File: src/rtl/tws_pkg.sv
package tws_pkg;

   typedef enum logic [3:0] {
      ST_IDLE,
      ST_DEV,
      ST_ADRH,
      ST_ADRL,
      ST_WDAT,
      ST_ACK,
      ST_RDAT,
      ST_MACK,
      ST_SKIP
   } tws_state_e;

   localparam int BYTE_W = 8;

endpackage

File: src/rtl/tws_sync.sv
module tws_sync #(
   parameter int STAGES = 2
) (
   input  logic clk,
   input  logic rst_n,
   input  logic scl_in,
   input  logic sda_in,
   output logic scl_s,
   output logic sda_s,
   output logic scl_rise,
   output logic scl_fall,
   output logic start_det,
   output logic stop_det
);

   generate
      if (STAGES == 0) begin : g_direct
         assign scl_s = scl_in;
         assign sda_s = sda_in;
      end else begin : g_chain
         logic [STAGES-1:0] scl_c;
         logic [STAGES-1:0] sda_c;
         always_ff @(posedge clk or negedge rst_n) begin
            if (!rst_n) begin
               scl_c <= '1;
               sda_c <= '1;
            end else begin
               scl_c[0] <= scl_in;
               sda_c[0] <= sda_in;
               for (int i = 1; i < STAGES; i++) begin
                  scl_c[i] <= scl_c[i-1];
                  sda_c[i] <= sda_c[i-1];
               end
            end
         end
         assign scl_s = scl_c[STAGES-1];
         assign sda_s = sda_c[STAGES-1];
      end
   endgenerate

   logic scl_q, sda_q;

   always_ff @(posedge clk or negedge rst_n) begin
      if (!rst_n) begin
         scl_q <= 1'b1;
         sda_q <= 1'b1;
      end else begin
         scl_q <= scl_s;
         sda_q <= sda_s;
      end
   end

   assign scl_rise  = scl_s & ~scl_q;
   assign scl_fall  = ~scl_s & scl_q;
   assign start_det = scl_s & scl_q & sda_q & ~sda_s;
   assign stop_det  = scl_s & scl_q & ~sda_q & sda_s;

endmodule

File: src/rtl/tws_regfile.sv
module tws_regfile #(
   parameter int ADDR_W   = 6,
   parameter int WEL_BIT  = 0,
   parameter int RWEL_BIT = 1
) (
   input  logic              clk,
   input  logic              rst_n,
   input  logic              req,
   input  logic [ADDR_W-1:0] req_addr,
   input  logic [7:0]        req_data,
   input  logic [ADDR_W-1:0] rd_addr,
   output logic [7:0]        rd_data,
   output logic              wel,
   output logic              rwel,
   output logic              wr_stb,
   output logic [ADDR_W-1:0] wr_addr,
   output logic [7:0]        wr_data
);

   localparam int DEPTH = 1 << ADDR_W;
   localparam logic [ADDR_W-1:0] STAT = '1;

   logic             is_stat;
   logic             accept;
   logic [7:0]       stat_byte;
   logic [DEPTH*8-1:0] flat;

   assign is_stat = (req_addr == STAT);
   assign accept  = req & (is_stat | (wel & rwel));

   always_comb begin
      stat_byte           = '0;
      stat_byte[WEL_BIT]  = wel;
      stat_byte[RWEL_BIT] = rwel;
   end

   generate
      for (genvar g = 0; g < DEPTH; g++) begin : g_ent
         if (g == DEPTH - 1) begin : g_stat
            assign flat[g*8 +: 8] = stat_byte;
         end else begin : g_data
            logic [7:0] q;
            always_ff @(posedge clk or negedge rst_n) begin
               if (!rst_n)
                  q <= '0;
               else if (accept && req_addr == ADDR_W'(g))
                  q <= req_data;
            end
            assign flat[g*8 +: 8] = q;
         end
      end
   endgenerate

   always_ff @(posedge clk or negedge rst_n) begin
      if (!rst_n) begin
         wel  <= 1'b0;
         rwel <= 1'b0;
      end else if (accept && is_stat) begin
         wel  <= req_data[WEL_BIT];
         rwel <= req_data[RWEL_BIT] & wel;
      end
   end

   always_ff @(posedge clk or negedge rst_n) begin
      if (!rst_n) begin
         wr_stb  <= 1'b0;
         wr_addr <= '0;
         wr_data <= '0;
      end else begin
         wr_stb <= accept;
         if (accept) begin
            wr_addr <= req_addr;
            wr_data <= req_data;
         end
      end
   end

   assign rd_data = flat[rd_addr*8 +: 8];

endmodule

File: src/rtl/tws_ctrl.sv
module tws_ctrl
   import tws_pkg::*;
#(
   parameter int          ADDR_W = 6,
   parameter logic [6:0]  DEV_ID = 7'b1101111
) (
   input  logic              clk,
   input  logic              rst_n,
   input  logic              sda_s,
   input  logic              scl_rise,
   input  logic              scl_fall,
   input  logic              start_det,
   input  logic              stop_det,
   input  logic [7:0]        rd_data,
   output logic [ADDR_W-1:0] ptr,
   output logic              req,
   output logic [ADDR_W-1:0] req_addr,
   output logic [7:0]        req_data,
   output logic              pull_lo
);

   localparam logic [15:0] TOP_ADDR = 16'((1 << ADDR_W) - 1);

   tws_state_e state, nxt;
   logic [7:0] sh;
   logic [7:0] ahi;
   logic [3:0] cnt;
   logic       got8;

   assign got8 = (cnt == 4'd8);

   always_ff @(posedge clk or negedge rst_n) begin
      if (!rst_n) begin
         state    <= ST_IDLE;
         nxt      <= ST_IDLE;
         sh       <= '0;
         ahi      <= '0;
         cnt      <= '0;
         ptr      <= '0;
         req      <= 1'b0;
         req_addr <= '0;
         req_data <= '0;
         pull_lo  <= 1'b0;
      end else begin
         req <= 1'b0;
         if (start_det) begin
            state   <= ST_DEV;
            cnt     <= '0;
            pull_lo <= 1'b0;
         end else if (stop_det) begin
            state   <= ST_IDLE;
            pull_lo <= 1'b0;
         end else if (scl_rise) begin
            case (state)
               ST_DEV, ST_ADRH, ST_ADRL, ST_WDAT: begin
                  if (!got8) begin
                     sh  <= {sh[6:0], sda_s};
                     cnt <= cnt + 4'd1;
                  end
               end
               ST_MACK: if (sda_s) state <= ST_SKIP;
               default: ;
            endcase
         end else if (scl_fall) begin
            case (state)
               ST_DEV: if (got8) begin
                  if (sh[7:1] == DEV_ID) begin
                     nxt     <= sh[0] ? ST_RDAT : ST_ADRH;
                     state   <= ST_ACK;
                     pull_lo <= 1'b1;
                  end else begin
                     state <= ST_SKIP;
                  end
               end
               ST_ADRH: if (got8) begin
                  ahi     <= sh;
                  nxt     <= ST_ADRL;
                  state   <= ST_ACK;
                  pull_lo <= 1'b1;
               end
               ST_ADRL: if (got8) begin
                  if ({ahi, sh} <= TOP_ADDR) begin
                     ptr     <= sh[ADDR_W-1:0];
                     nxt     <= ST_WDAT;
                     state   <= ST_ACK;
                     pull_lo <= 1'b1;
                  end else begin
                     state <= ST_SKIP;
                  end
               end
               ST_WDAT: if (got8) begin
                  req      <= 1'b1;
                  req_addr <= ptr;
                  req_data <= sh;
                  ptr      <= ptr + 1'b1;
                  nxt      <= ST_WDAT;
                  state    <= ST_ACK;
                  pull_lo  <= 1'b1;
               end
               ST_ACK: begin
                  state <= nxt;
                  if (nxt == ST_RDAT) begin
                     pull_lo <= ~rd_data[7];
                     sh      <= {rd_data[6:0], 1'b0};
                     cnt     <= 4'd1;
                  end else begin
                     pull_lo <= 1'b0;
                     cnt     <= '0;
                  end
               end
               ST_RDAT: begin
                  if (!got8) begin
                     pull_lo <= ~sh[7];
                     sh      <= {sh[6:0], 1'b0};
                     cnt     <= cnt + 4'd1;
                  end else begin
                     pull_lo <= 1'b0;
                     ptr     <= ptr + 1'b1;
                     state   <= ST_MACK;
                  end
               end
               ST_MACK: begin
                  pull_lo <= ~rd_data[7];
                  sh      <= {rd_data[6:0], 1'b0};
                  cnt     <= 4'd1;
                  state   <= ST_RDAT;
               end
               default: ;
            endcase
         end
      end
   end

endmodule

File: src/rtl/tws_regslave.sv
module tws_regslave #(
   parameter int          ADDR_W      = 6,
   parameter logic [6:0]  DEV_ID      = 7'b1101111,
   parameter int          SYNC_STAGES = 2,
   parameter int          WEL_BIT     = 0,
   parameter int          RWEL_BIT    = 1
) (
   input  logic              clk,
   input  logic              rst_n,
   input  logic              scl_in,
   input  logic              sda_in,
   output logic              sda_pull_lo,
   output logic              wr_stb,
   output logic [ADDR_W-1:0] wr_addr,
   output logic [7:0]        wr_data
);

   generate
      if (ADDR_W < 1 || ADDR_W > 8) begin : g_bad_aw
         $error("tws_regslave: ADDR_W must lie in 1..8");
      end
      if (WEL_BIT == RWEL_BIT || WEL_BIT > 7 || RWEL_BIT > 7) begin : g_bad_bits
         $error("tws_regslave: latch bits must differ and lie in 0..7");
      end
      if (SYNC_STAGES < 0 || SYNC_STAGES > 4) begin : g_bad_sync
         $error("tws_regslave: SYNC_STAGES must lie in 0..4");
      end
   endgenerate

   logic scl_s, sda_s, scl_rise, scl_fall, start_det, stop_det;
   logic [ADDR_W-1:0] ptr, req_addr;
   logic [7:0]        req_data, rd_data;
   logic              req, wel, rwel;

   tws_sync #(.STAGES(SYNC_STAGES)) u_sync (
      .clk       (clk),
      .rst_n     (rst_n),
      .scl_in    (scl_in),
      .sda_in    (sda_in),
      .scl_s     (scl_s),
      .sda_s     (sda_s),
      .scl_rise  (scl_rise),
      .scl_fall  (scl_fall),
      .start_det (start_det),
      .stop_det  (stop_det)
   );

   tws_ctrl #(.ADDR_W(ADDR_W), .DEV_ID(DEV_ID)) u_ctrl (
      .clk       (clk),
      .rst_n     (rst_n),
      .sda_s     (sda_s),
      .scl_rise  (scl_rise),
      .scl_fall  (scl_fall),
      .start_det (start_det),
      .stop_det  (stop_det),
      .rd_data   (rd_data),
      .ptr       (ptr),
      .req       (req),
      .req_addr  (req_addr),
      .req_data  (req_data),
      .pull_lo   (sda_pull_lo)
   );

   tws_regfile #(.ADDR_W(ADDR_W), .WEL_BIT(WEL_BIT), .RWEL_BIT(RWEL_BIT)) u_regs (
      .clk      (clk),
      .rst_n    (rst_n),
      .req      (req),
      .req_addr (req_addr),
      .req_data (req_data),
      .rd_addr  (ptr),
      .rd_data  (rd_data),
      .wel      (wel),
      .rwel     (rwel),
      .wr_stb   (wr_stb),
      .wr_addr  (wr_addr),
      .wr_data  (wr_data)
   );

endmodule

File: config.mk
export PLATFORM = sky130hd
export DESIGN_NAME = tws_regslave
export DESIGN_NICKNAME = d
export VERILOG_FILES = /design/src/rtl/tws_pkg.sv /design/src/rtl/tws_sync.sv /design/src/rtl/tws_regfile.sv /design/src/rtl/tws_ctrl.sv /design/src/rtl/tws_regslave.sv
export SDC_FILE = /design/constraint.sdc
export NUM_CORES = 1
export LEC_CHECK = 0
export ABC_AREA = 0
export BUFFER_PORTS_ARGS = -buffer_cell sky130_fd_sc_hd__buf_2
export CAP_MARGIN = 20
export CORE_ASPECT_RATIO = 1.4
export CORE_MARGIN = 2
export CORE_UTILIZATION = 40
export DETAILED_ROUTE_END_ITERATION = 12
export GPL_TIMING_DRIVEN = 0
export PLACE_DENSITY = 0.62
export REMOVE_ABC_BUFFERS = 1
export SYNTH_ARGS = -nofsm -noshare
export SYNTH_HDL_FRONTEND = slang
export SYNTH_SLANG_ARGS = --single-unit
File: constraint.sdc
create_clock -name clk -period 4.1 [get_ports clk]
set_input_delay 0.82 -clock clk [delete_from_list [all_inputs] [get_ports clk]]
set_output_delay 0.82 -clock clk [all_outputs]
set_load 0.03 [all_outputs]
* After elaboration in Yosys (flattened, before gate mapping) *
Cells that the tools add are included.

cells by class
  equal/unequal tests = 98
  add/subtract/negate cells = 2
  $lt $le $gt $ge = 1
  reduce and logical (&&, ||, !) cells = 85
  bitwise gates (word level) = 20
  shift-type cells = 1
  multiplexer cells = 58

operators with widths
  cell                                                              count
  indexed part select 512 x 10 -> 8 bit                             1
  == test 6 bit (second input constant)                             32
  == test 6 x 5 -> 1 bit (second input constant)                    16
  two-way mux 4 bit                                                 24
  logical AND 1 bit                                                 64
  == test 6 x 4 -> 1 bit (second input constant)                    8
  two-way mux 8 bit                                                 6
  AND reduction 8 bit                                               4
  == test 6 x 3 -> 1 bit (second input constant)                    4
  one-hot mux 4 bit (6 select lines)                                1
  one-hot mux 8 bit (3 select lines)                                1
  == test 4 x 3 -> 1 bit (second input constant)                    5
  two-way mux 1 bit                                                 18
  two-way mux 6 bit                                                 3
  less-or-equal comparator 16 x 6 -> 1 bit (second input constant)  1
  != test 2 x 1 -> 1 bit (second input constant)                    8
  != test 4 x 3 -> 1 bit (second input constant)                    4
  one-hot mux 4 bit (4 select lines)                                1
  != test 5 x 4 -> 1 bit (second input constant)                    3
  == test 6 x 2 -> 1 bit (second input constant)                    2
  != test 4 x 1 -> 1 bit (second input constant)                    3
  one-hot mux 4 bit (3 select lines)                                1
  one-hot mux 6 bit (2 select lines)                                1
  AND reduction 6 bit                                               2
  other kinds (26)                                                  52

word-level totals
  input bits = 4
  flip-flop bits (word level) = 577
  word-level logic and storage cells = 347

* Logic depth before layout (Yosys ltp) *
  word-level depth = 8
  depth in mapped cells = 10
  gate-level depth less buffers = 8

* Cells and area by module *
Synthesis repeated with hierarchy kept, for this count alone.

unflattened totals
  cells, all modules = 1840
  area, all modules = 27659.0 um^2

modules (own cells, without submodules)
  module       instances  area an instance (um^2)  cells an instance
  tws_regfile  1          24855.1                  1581
  tws_ctrl     1          2613.8                   249
  tws_sync     1          190.2                    10

* Worst setup path after synthesis *
Ideal clock, no wire load.

  kind = reg2reg
  start point = reg u_sync.scl_q
  end point = reg u_ctrl.req_addr[5]
  period minus slack after synthesis = 2.327 ns
  slack = 1.773 ns
  arrival = 2.202 ns
  stages on the path, launching flop included = 9
  cells stage by stage = dfstp_2 inv_1 ha_1 clkbuf_1 nor2_1 nand2_1 nor4_4 buf_2 mux2_2

between the ends
  word-level cells in the longest chain between the ends = 5
  elaborated cells on any way between the ends = 12
  classes of those cells = bitwise (11); reduce/logical (1)

ends and longest elaborated chain
  what                                                      line                            RTL
  start, declared                                           tws_sync.sv:41                  logic scl_q, sda_q;
  start signal, assigned                                    tws_sync.sv:48                  scl_q <= scl_s;
  bitwise AND 1 bit                                         tws_sync.sv:55, tws_sync.sv:56
  bitwise AND 1 bit, on equally long branches (2 in a row)  tws_sync.sv:56, tws_sync.sv:55
  NOT 1 bit (no source line)                                --
  AND reduction 6 bit (no source line) (*)                  --
  end signal, assigned                                      tws_ctrl.sv:93                  req_addr <= ptr;
  end, declared                                             tws_ctrl.sv:17                  output logic [ADDR_W-1:0] req_addr,

Every way passes the cells marked *; elsewhere a longest branch is shown, timed or not.
A chain may end at the register's enable or synchronous reset.

* Worst setup path after layout *
  start point = reg u_ctrl.ptr[0]
  end point = reg u_ctrl.sh[6]

between the ends
  word-level cells in the longest chain between the ends = 5

ends and longest elaborated chain
  what                                       line               RTL
  start, declared                            tws_ctrl.sv:15     output logic [ADDR_W-1:0] ptr,
  start signal, assigned                     tws_ctrl.sv:83     ptr <= sh[ADDR_W-1:0];
  start signal, assigned                     tws_ctrl.sv:95     ptr <= ptr + 1'b1;
  start signal, assigned                     tws_ctrl.sv:118    ptr <= ptr + 1'b1;
  indexed part select 512 x 10 -> 8 bit (*)  tws_regfile.sv:78  assign rd_data = flat[rd_addr*8 +: 8];
  two-way mux 8 bit                          tws_ctrl.sv:102    if (nxt == ST_RDAT) begin
  one-hot mux 8 bit (3 select lines) (*)     tws_ctrl.sv:65     case (state)
  two-way mux 8 bit (*)                      tws_ctrl.sv:64     end else if (scl_fall) begin
  two-way mux 8 bit (*)                      tws_ctrl.sv:53     end else if (scl_rise) begin
  end signal, assigned                       tws_ctrl.sv:57     sh <= {sh[6:0], sda_s};
  end signal, assigned                       tws_ctrl.sv:104    sh <= {rd_data[6:0], 1'b0};
  end signal, assigned                       tws_ctrl.sv:114    sh <= {sh[6:0], 1'b0};
  end, declared                              tws_ctrl.sv:25     logic [7:0] sh;

Every way passes the cells marked *; elsewhere a longest branch is shown, timed or not. The select of a mux whose other input is x is not followed.

==> qor.txt <==
==========================================================================================
Status                                                                        finished clean
Fraction of power spent switching nets                                              21.35%
Fraction of the yosys area taken by sequential cells                                53.46%
Initial antenna violation count                                                          0
Hold WC Path Type                                                              in -> async
I/O pin count                                                                           20
Detailed Place HPWL                                                               44210 um
Part of the total power dissipated in sequential elements                            51.6%
Global placer's final weighted congestion                                           0.8744
Aggregate global-route resource usage                                               19.26%
Number of placed cells counting well taps                                             2670
Number of gates resized after cts                                                        0
Combinational share of power                                                          1.7%
P_leak                                                                            13.48 nW
Via count normalized by instance count                                               5.718
Final global-route overflow total                                                        0
Port bufs                                                                               19
Max-cap check violation count                                                            0
Share of synthesized cell area in and, or, nand and nor gates                       5.404%
First-pass GRT wire length                                                       103800 um
Hold_buf cts                                                                             0
Height of the die                                                                 311.3 um
Switching power                                                                   2.369 mW
Total number of yosys warnings                                                           0
Synth Area in Compound Gates                                                        4.314%
Endpoint required time on the critical path                                        4570 ps
Final count of pins violating max slew                                                   0
Crit. End Element                                                                     flop
Internal Power                                                                    8.726 mW
Main synth FF type                                                            sky130_fd_sc_hd__dfrtp_1
Top cell type by total area after synthesis                                   sky130_fd_sc_hd__dfrtp_1
Cell types occupying the most area after synthesis                            sky130_fd_sc_hd__dfrtp_1 (53%), sky130_fd_sc_hd__mux2_2 (23%), sky130_fd_sc_hd__mux4_2 (7.0%), sky130_fd_sc_hd__mux2i_1 (4.2%), sky130_fd_sc_hd__clkbuf_1 (1.2%)
Count of endpoints failing hold in the final timing report                               0
Cts bufs inserted                                                                       55
Number of enable flip-flop cells after synthesis                                         0
Final count of negative-setup-slack endpoints                                            0
Category of the most critical setup path                                        reg -> reg
Clock share of power                                                                 46.7%
Post-Syn Area                                                                 0.02697 mm^2
Share of synthesized cell area in full adder, half adder and majority cells        0.2783%
Register bit total from synthesis                                                      576
Total number of clock tree sinks                                                       576
Proportion of synthesized area in mux cells                                         33.71%
Initial standard-cell utilization of the core                                       40.44%
Gate Count Post-Synth                                                                 1908
Overall die area                                                              0.06956 mm^2
Width of the die                                                                  223.5 um
Remaining antenna violation count                                                        0
Hold Worst Slack                                                                  283.0 ps
Combinational family with the most area after synthesis                       multiplexers
Number of global-route vias before repair                                            16770
Clk slew on worst S/H paths                                                          70 ps
Nature of the critical path startpoint                                                flop
Area growth, synth to finish                                                        11.25%
Number of H-tree levels                                                                  2
Aggregate negative setup slack                                                        0 ps
Worst Path Max Fanout                                                                   44
Crit path arrival time                                                             3870 ps
Maximum vdd ir drop                                                            0.0002660 V
Clock Latency Late Sink                                                             590 ps
Wirelength per Cell                                                               23.88 um
Core area                                                                     0.06670 mm^2
Worst relative slew slack                                                           29.72%
Fin cells                                                                             2775
Number of nets in the finished design                                                 1886
Wire length reported by the detailed router                                       66270 um
Ratio of final minimum period to clock period                                       82.94%
Number of distinct standard cells referenced by the synthesized netlist                 67
Cell area power density                                                       369.7 mW/mm^2
Post-CTS setup buffers                                                                   0
Vias                                                                                 15870
Worst setup margin                                                                699.4 ps
Max frequency                                                                   0.2941 GHz
Cell row count                                                                         112
DRC Markers                                                                              0
Worst Max-Slew Pin Slew                                                            1054 ps
Pin count of the biggest net entering global routing                                   127
Yosys top cell area share                                                           52.88%
Worst Setup Slack post-DPL                                                        614.1 ps
Clock tree from TritonCTS                                                              yes
Ys async rst share                                                                  100.0%
Maximum root-to-sink buffer count                                                        3
DRC violation total after the first TritonRoute iteration                             1048
Number of antenna cells inserted                                                         0
Average size of a mapped cell                                                   14.14 um^2
Drt pass-1 iters                                                                         5
Fraction of layout instances using a drive strength above 1                         44.53%
Post-route minimum period                                                          3401 ps
Buffer cell driving the clock tree root                                       sky130_fd_sc_hd__clkbuf_16
Unrepaired setup endpoints after global routing                                      false
Area share of xor/xnor cells in the synthesized design                             0.1299%
Final setup skew                                                                  15.63 ps
==========================================================================================
==> power groups by stage <==
stage                     Clock (mW)  Combinational [mW]  Sequential (mW)
after global routing            5.55               0.224             5.72
final                           5.18               0.194             5.72
after floorplan                    0              0.0519             5.82
after CTS                       5.31               0.202             5.72
after global placement             0               0.177             5.83
after detailed placement           0               0.202             5.82
==> stage by stage <==
step	area (um^2)	power, mW	utilization (%)
2_1_floorplan	26310	5.872	-
3_3_place_gp	27480	6.005	41.20
3_5_place_dp	28120	6.026	42.16
4_1_cts	29970	11.23	44.93
5_1_grt	30010	11.49	44.99
6_report	30010	11.09	44.99
==> synth_stat cells, types with 4 or more instances <==
master,n
sky130_fd_sc_hd__nand3_2,9
sky130_fd_sc_hd__a221oi_1,12
sky130_fd_sc_hd__buf_6,6
sky130_fd_sc_hd__clkbuf_1,85
sky130_fd_sc_hd__buf_2,30
sky130_fd_sc_hd__nor3_1,4
sky130_fd_sc_hd__nor2b_1,9
sky130_fd_sc_hd__mux2_2,540
sky130_fd_sc_hd__a211oi_1,5
sky130_fd_sc_hd__o221ai_1,5
sky130_fd_sc_hd__buf_4,10
sky130_fd_sc_hd__mux4_2,84
sky130_fd_sc_hd__a21oi_1,34
sky130_fd_sc_hd__buf_1,9
sky130_fd_sc_hd__nand4_1,9
sky130_fd_sc_hd__inv_1,17
sky130_fd_sc_hd__nor2_2,42
sky130_fd_sc_hd__nand2_1,74
sky130_fd_sc_hd__o211ai_1,23
sky130_fd_sc_hd__dfstp_2,6
sky130_fd_sc_hd__o21ai_0,33
sky130_fd_sc_hd__nand4_2,5
sky130_fd_sc_hd__and2_1,5
sky130_fd_sc_hd__mux2i_1,112
sky130_fd_sc_hd__nand3_1,33
sky130_fd_sc_hd__o31ai_1,7
sky130_fd_sc_hd__nor2_1,33
sky130_fd_sc_hd__a31oi_1,4
sky130_fd_sc_hd__ha_1,6
sky130_fd_sc_hd__dfrtp_1,570
sky130_fd_sc_hd__nand2b_1,8
sky130_fd_sc_hd__a22oi_1,26
==> worst paths after layout <==
kind	start	to	slack [ps]	cells past startpoint
worst max-delay path	u_ctrl.ptr[0]	u_ctrl.sh[6]	700	7
worst min-delay path	rst_n	u_regs.g_ent[14].g_data.q[4]	280	1
worst max register to register	u_ctrl.ptr[0]	u_ctrl.sh[6]	700	7
worst min register to register	u_sync.g_chain.scl_c[0]	u_sync.g_chain.scl_c[1]	360	0
max in group asynchronous	rst_n	u_ctrl.ptr[0]	2120	3
min in group clk	sda_in	u_sync.g_chain.sda_c[0]	340	1
==> cell usage in the layout, fill, tap and decap left out, drive strengths merged, types with 4 or more instances in the layout <==
cell,Yosys,routed
a211oi,5,5
a21oi,34,34
a221oi,12,12
a22oi,26,26
a31oi,4,4
and2,5,5
buf,56,52
clkbuf,85,84
clkinv,1,12
dfrtp,570,570
dfstp,6,6
ha,6,6
inv,17,19
mux2,540,540
mux2i,112,112
mux4,84,84
nand2,74,74
nand2b,8,8
nand3,42,42
nand4,15,15
nor2,75,75
nor2b,9,9
nor3,5,5
nor4,4,4
o211ai,23,23
o21ai,33,33
o221ai,5,5
o31ai,7,7
==> cell families (layout without fill, tap and decap cells) <==
| logic type | after synthesis | in the layout |
|---|---|---|
| mux | 736 | 736 |
| flops | 576 | 576 |
| simple gates | 256 | 256 |
| compound gates | 171 | 171 |
| buf+inv | 159 | 171 |
| fa+ha+maj | 6 | 6 |
| xor+xnor | 4 | 4 |
==> area by class of cell <==
cell class                 instances  area [um^2]
clock buffer                      84         1665
clock inverter                    17        181.4
fill                            5888        36690
inverter                          18        67.56
multi-input combinational       1173        11840
sequential                       576        14440
tap                              855         1070
timing repair buffer              52        748.2
==> flip-flops by register name (all words and copies together) (netlist names), 4 cells and up <==
signal and flops:
u_ctrl.ahi 8, u_ctrl.req_data 8, u_ctrl.cnt 4, u_ctrl.sh 8, u_regs.g_ent.g_data.q 504, u_ctrl.state 4
u_regs.wr_addr 6, u_regs.wr_data 8, u_ctrl.req_addr 6, u_ctrl.ptr 6
==> worst max-delay path, cell delays in order (launching register included) <==
cell	delay [ps]
sky130_fd_sc_hd__dfrtp_4	830
sky130_fd_sc_hd__buf_16	360
sky130_fd_sc_hd__buf_16	330
sky130_fd_sc_hd__mux4_2	550
sky130_fd_sc_hd__a221oi_1	450
sky130_fd_sc_hd__o21ai_0	330
sky130_fd_sc_hd__a22oi_1	290
sky130_fd_sc_hd__o31ai_1	100
==> metal layers <==
metal | vias to the layer above | global-route usage (%) | wire length (um)
li1 | 6931 | - | -
met1 | 8500 | 24.06 | 27380
met2 | 309 | 33.19 | 33430
met3 | 127 | 2.121 | 2025
met4 | 0 | 9.485 | 3432
met5 | - | 0 | 0
Power figures use the tool's default switching activity.
